===== config.mk =====
export PLATFORM = sky130hd
export DESIGN_NAME = restoring_divider
export DESIGN_NICKNAME = d
export VERILOG_FILES = /design/src/rtl/rdiv_pkg.sv /design/src/rtl/rdiv_ctrl.sv /design/src/rtl/rdiv_datapath.sv /design/src/rtl/restoring_divider.sv
export SDC_FILE = /design/constraint.sdc
export NUM_CORES = 1
export LEC_CHECK = 0
export BUFFER_PORTS_ARGS = -buffer_cell sky130_fd_sc_hd__buf_2
export CAP_MARGIN = 20
export CORE_ASPECT_RATIO = 1.25
export CORE_UTILIZATION = 40
export CTS_CLUSTER_DIAMETER = 100
export CTS_CLUSTER_SIZE = 20
export DETAILED_ROUTE_END_ITERATION = 8
export PLACE_DENSITY = 0.71
export SLEW_MARGIN = 20
export SYNTH_ARGS = -nofsm -noshare
export SYNTH_HDL_FRONTEND = slang
export SYNTH_SLANG_ARGS = --single-unit
export TNS_END_PERCENT = 100

===== constraint.sdc =====
create_clock -name clk -period 2.2 [get_ports clk]
set_input_delay 0.11 -clock clk [delete_from_list [all_inputs] [get_ports clk]]
set_output_delay 0.11 -clock clk [all_outputs]
set_load 0.02 [all_outputs]

===== src/rtl/rdiv_pkg.sv =====
package rdiv_pkg;

  typedef enum logic [1:0] {
    ST_IDLE = 2'd0,
    ST_RUN  = 2'd1,
    ST_FIX  = 2'd2
  } rdivState_t;

  // Strobes handed from the sequencer to the datapath.
  typedef struct packed {
    logic load;        // capture operands, pre-shifted
    logic step;        // one trial-subtract / shift step
    logic commit;      // realign and publish the result
    logic commitZero;  // publish the zero-divisor result
  } rdivStrobe_t;

endpackage


===== src/rtl/rdiv_ctrl.sv =====
module rdiv_ctrl
  import rdiv_pkg::*;
#(
  parameter int WIDTH = 8
) (
  input  logic        clk,
  input  logic        rstN,
  input  logic        start,
  input  logic        divisorZero,
  output rdivStrobe_t strobe,
  output logic        busy,
  output logic        done
);

  localparam int CW = $clog2(WIDTH + 1);
  localparam logic [CW-1:0] LAST_STEP = CW'(WIDTH - 1);

  rdivState_t state;
  logic [CW-1:0] stepCnt;
  logic accept;

  assign accept = (state == ST_IDLE) && start;
  assign busy   = (state != ST_IDLE);

  always_comb begin
    strobe            = '0;
    strobe.load       = accept && !divisorZero;
    strobe.commitZero = accept && divisorZero;
    strobe.step       = (state == ST_RUN);
    strobe.commit     = (state == ST_FIX);
  end

  always_ff @(posedge clk) begin
    if (!rstN) begin
      state   <= ST_IDLE;
      stepCnt <= '0;
      done    <= 1'b0;
    end else begin
      done <= strobe.commit || strobe.commitZero;
      case (state)
        ST_IDLE: begin
          if (strobe.load) begin
            state   <= ST_RUN;
            stepCnt <= '0;
          end
        end
        ST_RUN: begin
          stepCnt <= stepCnt + 1'b1;
          if (stepCnt == LAST_STEP) state <= ST_FIX;
        end
        ST_FIX:  state <= ST_IDLE;
        default: state <= ST_IDLE;
      endcase
    end
  end

endmodule


===== src/rtl/rdiv_datapath.sv =====
module rdiv_datapath
  import rdiv_pkg::*;
#(
  parameter int WIDTH = 8
) (
  input  logic             clk,
  input  logic             rstN,
  input  rdivStrobe_t      strobe,
  input  logic [WIDTH-1:0] dividend,
  input  logic [WIDTH-1:0] divisor,
  output logic [WIDTH-1:0] quotient,
  output logic [WIDTH-1:0] remainder,
  output logic             divByZero
);

  // One extra bit above the two halves keeps the shifted partial
  // remainder whole before it is compared.
  localparam int RW = 2 * WIDTH + 1;
  localparam int TW = WIDTH + 2;

  logic [RW-1:0]    work;
  logic [WIDTH-1:0] divReg;
  logic [WIDTH:0]   upperPart;
  logic [TW-1:0]    trial;
  logic             trialNeg;
  logic [WIDTH:0]   keptUpper;
  logic [RW-1:0]    workNext;

  assign upperPart = work[RW-1:WIDTH];
  assign trial     = {1'b0, upperPart} - {2'b00, divReg};
  assign trialNeg  = trial[TW-1];
  // Restore is a select: a negative trial leaves the upper part untouched.
  assign keptUpper = trialNeg ? upperPart : trial[WIDTH:0];
  assign workNext  = {keptUpper[WIDTH-1:0], work[WIDTH-1:0], ~trialNeg};

  always_ff @(posedge clk) begin
    if (!rstN) begin
      work   <= '0;
      divReg <= '0;
    end else if (strobe.load) begin
      work   <= {{WIDTH{1'b0}}, dividend, 1'b0};
      divReg <= divisor;
    end else if (strobe.step) begin
      work <= workNext;
    end
  end

  always_ff @(posedge clk) begin
    if (!rstN) begin
      quotient  <= '0;
      remainder <= '0;
      divByZero <= 1'b0;
    end else if (strobe.commit) begin
      quotient  <= work[WIDTH-1:0];
      remainder <= work[RW-1:WIDTH+1];
      divByZero <= 1'b0;
    end else if (strobe.commitZero) begin
      quotient  <= '1;
      remainder <= dividend;
      divByZero <= 1'b1;
    end
  end

endmodule


===== src/rtl/restoring_divider.sv =====
module restoring_divider
  import rdiv_pkg::*;
#(
  parameter int WIDTH = 8
) (
  input  logic             clk,
  input  logic             rstN,
  input  logic             start,
  input  logic [WIDTH-1:0] dividend,
  input  logic [WIDTH-1:0] divisor,
  output logic             busy,
  output logic             done,
  output logic [WIDTH-1:0] quotient,
  output logic [WIDTH-1:0] remainder,
  output logic             divByZero
);

  rdivStrobe_t strobe;
  logic divisorZero;

  assign divisorZero = (divisor == '0);

  rdiv_ctrl #(.WIDTH(WIDTH)) u_ctrl (
    .clk         (clk),
    .rstN        (rstN),
    .start       (start),
    .divisorZero (divisorZero),
    .strobe      (strobe),
    .busy        (busy),
    .done        (done)
  );

  rdiv_datapath #(.WIDTH(WIDTH)) u_dp (
    .clk       (clk),
    .rstN      (rstN),
    .strobe    (strobe),
    .dividend  (dividend),
    .divisor   (divisor),
    .quotient  (quotient),
    .remainder (remainder),
    .divByZero (divByZero)
  );

endmodule


# Word-level counts from Yosys, hierarchy flattened
# Cells that the tools add are included.
word_totals:
  register_bits: 49
  out_inout_bits: 19
  wordCells: 45
op_classes:
  add_sub_neg: 2
  n_eq_ne: 5
  muxes: 12
  bitwise_logic: 2
  n_reduce_logical: 15
op_table:
  columns: ["op", "count"]
  rows:
  - ["2-to-1 mux 8 bit", 5]
  - ["2-to-1 mux 9 bit", 2]
  - ["subtractor 9 x 8 -> 10 bit", 1]
  - ["logical NOT 8 bit", 1]
  - ["one-hot mux 4 bit (2 select lines)", 1]
  - ["nonzero test 2 bit", 4]
  - ["adder 4 x 1 -> 4 bit (second input constant)", 1]
  - ["== test 4 x 3 -> 1 bit (second input constant)", 1]
  - ["2-to-1 mux 2 bit", 2]
  - ["2-to-1 mux 4 bit", 1]
  - ["one-hot mux 2 bit (2 select lines)", 1]
  - ["AND reduction 2 bit", 2]
  - ["OR reduction 2 bit", 2]
  - ["logical AND 1 bit", 3]
  - ["== test 2 x 1 -> 1 bit (second input constant)", 1]
  - ["== test 2 bit (second input constant)", 1]
  - ["logical NOT 2 bit", 1]
  - ["!= test 2 x 1 -> 1 bit (second input constant)", 1]
  - ["!= test 2 bit (second input constant)", 1]
  - ["inverter 1 bit", 2]
  - ["logical NOT 1 bit", 1]
  - ["logical OR 1 bit", 1]

# Depth between registers and ports, before layout
# Gate-level depths: netlist of run 1.
logic_depth:
  word_depth: 5
  ltp_mapped: 9
  mapped_depth_nobuf: 9

# Hierarchy
# Synthesis of run 1 repeated with hierarchy kept, for this count alone.
hier_totals:
  hier_cells: 291
  area_unflattened_um2: 2591.2
by_module_without_submodules:
  columns: ["module", "n_inst", "cells_per_inst", "area_per_inst_um2", "seq_area_each_um2"]
  rows:
  - ["rdiv_datapath", 1, 247, 2227.1, 840.8]
  - ["rdiv_ctrl", 1, 41, 345.3, 140.1]
  - ["restoring_divider", 1, 3, 18.8, 0.0]

# Least setup slack after synthesis of run 1
# No wires, ideal clock.
synth_timing:
  kind: "register -> register"
  from: "register u_dp.divReg[2]"
  to: "register u_dp.work[15]"
  setup_ns: 0.080
  t_arrival_ns: 1.950
  path_slack_ns: 0.170
  path_stages_with_launch: 9
  period_less_slack_ns: 2.030
  path_cell_list: "dfxtp_1 inv_1 ha_1 nor2b_4 o311a_1 o21a_1 o21a_1 or3_1 a211oi_2"
synth_between:
  elab_chain_cells: 2
synth_rtl:
  columns: ["item", "line_no", "text"]
  rows:
  - ["start, declared", "rdiv_datapath.sv:22", "logic [WIDTH-1:0] divReg;"]
  - ["start signal, assigned", "rdiv_datapath.sv:42", "divReg <= divisor;"]
  - ["subtractor 9 x 8 -> 10 bit", "rdiv_datapath.sv:30", "assign trial = {1'b0, upperPart} - {2'b00, divReg};"]
  - ["2-to-1 mux 8 bit", "rdiv_datapath.sv:33", "assign keptUpper = trialNeg ? upperPart : trial[WIDTH:0];"]
  - ["end signal, assigned", "rdiv_datapath.sv:41", "work <= {{WIDTH{1'b0}}, dividend, 1'b0};"]
  - ["end signal, assigned", "rdiv_datapath.sv:44", "work <= workNext;"]
  - ["end, declared", "rdiv_datapath.sv:21", "logic [RW-1:0] work;"]
# Every way passes these cells.
# A chain may end at the register's enable or synchronous reset.

# Worst setup path in the final report of run 1
layout_timing:
  from: "register u_dp.work[8]"
  to: "register u_dp.work[15]"
layout_between:
  elab_chain_cells: 2
layout_rtl:
  columns: ["item", "line_no"]
  rows:
  - ["subtractor 9 x 8 -> 10 bit", "rdiv_datapath.sv:30"]
  - ["2-to-1 mux 8 bit", "rdiv_datapath.sv:33"]
# Every way passes these cells.

==> results of run 1 <==
flip-flops by register name (all words and copies together) (netlist names):
signal,count
u_ctrl.done,1
u_ctrl.state,2
u_dp.remainder,8
u_dp.divReg,8
u_dp.work,17
u_ctrl.stepCnt,4
u_dp.quotient,8
u_dp.divByZero,1
power breakdown:
part | leakage (nW) | switching (mW) | internal, mW
combinational | 0.902 | 0.240 | 0.189
clock | 0.0574 | 0.298 | 0.370
sequential | 0.399 | 0.0299 | 0.924
total | 1.36 | 0.568 | 1.48
area by class of cell:
cell class / instances / area (um^2) / area share
clock buffer: 6 / 82.6 / 0.0281
clock inverter: 2 / 37.5 / 0.0128
tap: 82 / 103 / 0.0349
sequential: 49 / 981 / 0.334
timing repair buffer: 49 / 275 / 0.0936
inverter: 13 / 48.8 / 0.0166
multi-input combinational: 215 / 1410 / 0.480
cell usage in the layout, fill, tap and decap left out, types with 2 or more instances in the layout:
master     n
a211oi_2   2
inv_1     13
buf_2     37
nand3_1   13
nor4_2     2
a22oi_1    2
nand2b_1   3
nor2_1    26
nand3b_1   2
buf_4     12
a211oi_1   4
nor3_1     4
o21ai_0   14
dfxtp_1   49
a21oi_1   16
ha_4       2
mux2i_1   11
clkbuf_8   6
a21boi_1   2
nor2b_1    3
o21a_1     3
a21boi_0  10
ha_1       7
o211a_1   17
nand2_1   47
nand4_1    2
xnor2_1    2
per-layer routing:
metal / vias to the layer above / wire length [um]
met4: 0 / 140
met5: - / 0
li1: 1110 / -
met2: 50 / 2550
met3: 9 / 171
met1: 993 / 2310
what timing repair did:
action	4_1_cts	5_1_grt
endpoints found under the setup margin	0	5
resized for setup	0	7
endpoints found under the hold margin	0	0
buffers inserted	0	2
logic make-up after synthesis:
kind of cell,Yosys count
AO/OA/AOI/OAI,79
flip-flops,49
XOR/XNOR,3
AND/OR/NAND/NOR,112
adder cells (fa/ha/maj),10
multiplexers,11
buffers and inverters,32
metrics by stage:
step                      instances  worst slack (ns)  power (mW)
after floorplan                 296             0.170        1.27
after global placement          406             0.118        1.37
after detailed placement        406            0.0528        1.37
after CTS                       414            0.0111        2.04
after global routing            416           -0.0187        2.17
final                           416            0.0736        2.05
worst paths after layout:
check / start / endpoint / cells after the start
max: u_dp.work[8] / u_dp.work[15] / 9
min: dividend[6] / u_dp.work[7] / 2
max reg2reg: u_dp.work[8] / u_dp.work[15] / 9
min reg2reg: u_dp.divReg[6] / u_dp.divReg[6] / 2
==> flow_metrics.tcl, run 1 <==
set metrics [dict create \
    synthFlopType "dfxtp_1" \
    antenna_found_initial 0 \
    layout-drive-gt1-share 0.213 \
    drv_cap 0 \
    finClkSkew_ns 0.00324 \
    cts_max_level 2 \
    viasPerCell 5.20 \
    worst-path-buf-inv 1 \
    worstPathArrival_ns 2.35 \
    yosys.area_share.adder 0.0533 \
    synth_top_cell_by_area "dfxtp_1" \
    cpPeakStageDelay_ns 0.38 \
    die-area_um2 6540 \
    drt_iter0_markers 110 \
    io_pins 38 \
    max_freq_mhz 470 \
    place.gp.congestion 0.831 \
    worst-slew-pin-transition_ns 0.472 \
    ant_nets 0 \
    cts_tree "yes" \
    status "complete, no violations" \
    p_leak_nw 1.36 \
    hold_buffers 0 \
    clock_sinks 49 \
    ys.warnings.count 0 \
    initial_core_util 0.422 \
    syn-cell-area_um2 2490 \
    grtUsageMet1 0.194 \
    p_per_area_nw_per_um2 697 \
    yosys.area_share.simple 0.215 \
    grt_max_degree 34 \
    maxSlewViolCount 0 \
    setup_viol_count_final 0 \
    cpLargestDelayFamily "compound AO/OA/AOI/OAI gates" \
    hold_viol_final 0 \
    crit_slowest_cell "or3_1" \
    synth_compound_gate_area_share 0.230 \
    core_um2 5900 \
    clk_latency_ns 0.30 \
    min_path_type "in -> reg" \
    end_kind "register" \
    grt_pass1_vias 1921 \
    vias 2162 \
    finalCritPeriodShare 0.967 \
    grt.overflow.total 0 \
    fp-row-count 31 \
    avgSynthCellArea_um2 8.40 \
    rsz0062_at_grt "yes" \
    synth-xor-area-share 0.0106 \
    yosys-mux-area-fraction 0.0443 \
    met3_usage 0.0247 \
    place_hpwl_um 3740 \
    ys_ff_latch 49 \
    ff2ff_setup_slack_ns 0.07 \
    dr.pass1.iters 4 \
    path_cells "inv_1 -> ha_4 -> fa_2 -> nor2b_4 -> o311a_1 -> o21a_1 -> o21a_1 -> or3_1 -> a211oi_2" \
    utilization 0.499 \
    ys_seq_area_frac 0.395 \
    grt_usage 0.168 \
    drc 0 \
    syn_to_final_growth_pct 18.3 \
    syn-num-nets 325 \
    synth_area_leaders "dfxtp_1 (39%), nand2_1 (7.1%), o211a_1 (6.8%)" \
    nets 362 \
    synth_enable_flop_cells 0 \
    io_buffers 37 \
    synth_top_family_by_area "compound AO/OA/AOI/OAI gates" \
    wl_um 5180 \
    layout_min_cycle_time_ns 2.13 \
    use_met2 0.294 \
    async_reset_ff_frac 0 \
    worstPathMaxFanout 2 \
    synth.distinct_cells 47 \
    cts.path.max_buffers 2 \
    design_area_um2 2940 \
    peakVddDrop_mv 0.285 \
    clk_transition_reported_paths_ns 0.09 \
    yosysMostFrequentCell "dfxtp_1" \
    ys_top_cells_by_count "dfxtp_1 (49), nand2_1 (47), nor2_1 (26)" \
    crit_required_ns 2.42 \
    die_h_um 90.1 \
    cts_made_buffers 5 \
    wl_per_cell_um 12.4 \
    startpoint_type "register" \
    tns_ns 0 \
    critPathKind "reg -> reg" \
    antenna_cells 0 \
    cpMostUsedCell "o21a_1" \
    place_area_um2 2770 \
    grt-busiest-layer "met2" \
    grt_pass1_wl_um 8610 \
    cts-root-buf "clkbuf_8" \
    synth_top_cell_area_share 0.395 \
    slew_headroom 0.685 \
    fill_cells 587 \
    die_width_um 72.5 \
    worst_hold_slack_ns 0.0656 \
    syn_inst 296 \
]
Power figures use the tool's default switching activity.
==> run 2: changes to the inputs <==
- CAP_MARGIN: 20 -> unset
- CTS_BUF_LIST: unset -> sky130_fd_sc_hd__clkbuf_8
- clock period: 2.2 -> 2.05 ns (I/O delays scaled with it)
==> flow_metrics.tcl, run 2 (synthesized netlist as in run 1, its figures left out) <==
set metrics [dict create \
    status "complete, but fails checks" \
    violations "negative setup slack" \
    clk_latency_ns 0.30 \
    fill_cells 578 \
    syn_to_final_growth_pct 23.4 \
    ant_nets 0 \
    maxSlewViolCount 0 \
    cpMostUsedCell "o21a_1" \
    drt_iter0_markers 82 \
    io_pins 38 \
    worstPathArrival_ns 2.34 \
    cts_made_buffers 5 \
    clock_sinks 49 \
    grt.overflow.total 0 \
    cts-root-buf "clkbuf_8" \
    place.gp.congestion 0.819 \
    r2r-start "u_dp.work[8]" \
    pre_cts_slack_ns -0.0646 \
    fin_ws_ns -0.0570 \
    antenna_found_initial 0 \
    cts.path.max_buffers 2 \
    path_cells "inv_2 -> ha_4 -> fa_2 -> nor2b_4 -> o311a_1 -> o21a_1 -> o21a_1 -> or3_4 -> a211oi_2" \
    layout-drive-gt1-share 0.267 \
    layout_common_cells "nand2_1 (47), dfxtp_1 (45), buf_2 (37)" \
    cts_tree "yes" \
    final_common_cell "nand2_1" \
    worstRegToRegCells 9 \
    max_freq_mhz 475 \
    peakVddDrop_mv 0.314 \
    finClkSkew_ns 0.00467 \
    dr.pass1.iters 4 \
    fp-row-count 31 \
    worstHoldPathCells 2 \
    largest_register_ffs 17 \
    die-area_um2 6540 \
    cpPeakStageDelay_ns 0.36 \
    end_kind "register" \
    drv_cap 0 \
    ff2ff_setup_slack_ns -0.06 \
    layout_min_cycle_time_ns 2.11 \
    crit_slowest_cell "o311a_1" \
    core_um2 5900 \
    finalCritPeriodShare 1.03 \
    worst-path-buf-inv 1 \
    setup_viol_count_final 2 \
    slew_headroom 0.684 \
    hold_viol_final 0 \
    min_path_type "in -> reg" \
    p_total_mw 2.28 \
    hp-start "dividend[0]" \
    antenna_cells 0 \
    top_register "u_dp.work" \
    viasPerCell 5.11 \
    hold_buffers 0 \
    wl_per_cell_um 12.9 \
    rsz0062_at_grt "yes" \
    cts_max_level 2 \
    worst-slew-pin-transition_ns 0.469 \
    p_per_area_nw_per_um2 742 \
    critPathKind "reg -> reg" \
    hold_path_end "u_dp.work[1]" \
    nets 376 \
    die_width_um 72.5 \
    p_leak_nw 1.43 \
    crit_required_ns 2.28 \
    worstReg2RegEnd "u_dp.work[15]" \
    die_h_um 90.1 \
    grt_pass1_vias 2134 \
    drc 0 \
    initial_core_util 0.422 \
    grt_usage 0.176 \
    worstPathMaxFanout 2 \
    grt_pass1_wl_um 9180 \
    vias 2196 \
    wl_um 5540 \
    startpoint_type "register" \
    io_buffers 37 \
    cpLargestDelayFamily "compound AO/OA/AOI/OAI gates" \
    grt_max_degree 34 \
    clk_transition_reported_paths_ns 0.09 \
    place_hpwl_um 4000 \
    crit_path_start "u_dp.work[8]" \
]
[run 2: cell types whose count changed in the layout (fill, tap and decap cells not counted), sizes merged]
cell  delta
buf     +14
[run 2: power by group]
group	switching (mW)	internal, mW	total, mW
Sequential	0.0302	0.993	1.02
Combinational	0.276	0.246	0.522
Clock	0.334	0.397	0.731
[run 2: metal layers]
layer / routed length [um] / part of all wire / GRT usage
met5: 0 / 0 / 0
met4: 108 / 0.019 / 0.0588
met3: 233 / 0.042 / 0.0336
met2: 2840 / 0.51 / 0.321
met1: 2360 / 0.43 / 0.201
[run 2: worst max path at each step]
stage | endpoint | slack [ns] | cells past startpoint
after floorplan | u_dp.work[15] | 0.02 | 8
after global placement | u_dp.work[15] | -0.02 | 9
after detailed placement | u_dp.work[15] | -0.06 | 9
after CTS | u_dp.work[15] | -0.06 | 9
after global routing | u_dp.work[15] | -0.13 | 9
final | u_dp.work[15] | -0.06 | 9
[run 2: timing repair]
action	in CTS	in global routing
setup buffers	2	1
pin swaps	5	5
resized for setup	7	8
endpoints found under the setup margin	5	7
[run 2: metrics by stage]
step / utilization / setup TNS, ns / hold WS [ns] / cells / area (um^2)
5_1_grt: 0.520 / -0.370 / 0.0509 / 430 / 3070
3_3_place_gp: 0.486 / -0.0164 / 0.365 / 419 / 2870
3_5_place_dp: 0.486 / -0.0965 / 0.365 / 419 / 2870
6_report: 0.520 / -0.0996 / 0.0525 / 430 / 3070
2_1_floorplan: - / 0 / 0.237 / 296 / 2490
4_1_cts: 0.512 / -0.122 / 0.0487 / 429 / 3020
[run 2: final cells by class]
class | count | area, um^2 | area share
multi-input cells | 215 | 1430 | 0.466
flip-flops and latches | 49 | 986 | 0.322
repair buffers | 63 | 380 | 0.124
well taps | 82 | 103 | 0.0335
clock buffers | 6 | 82.6 | 0.0269
inverters | 13 | 48.8 | 0.0159
clock inverters | 2 | 37.5 | 0.0122
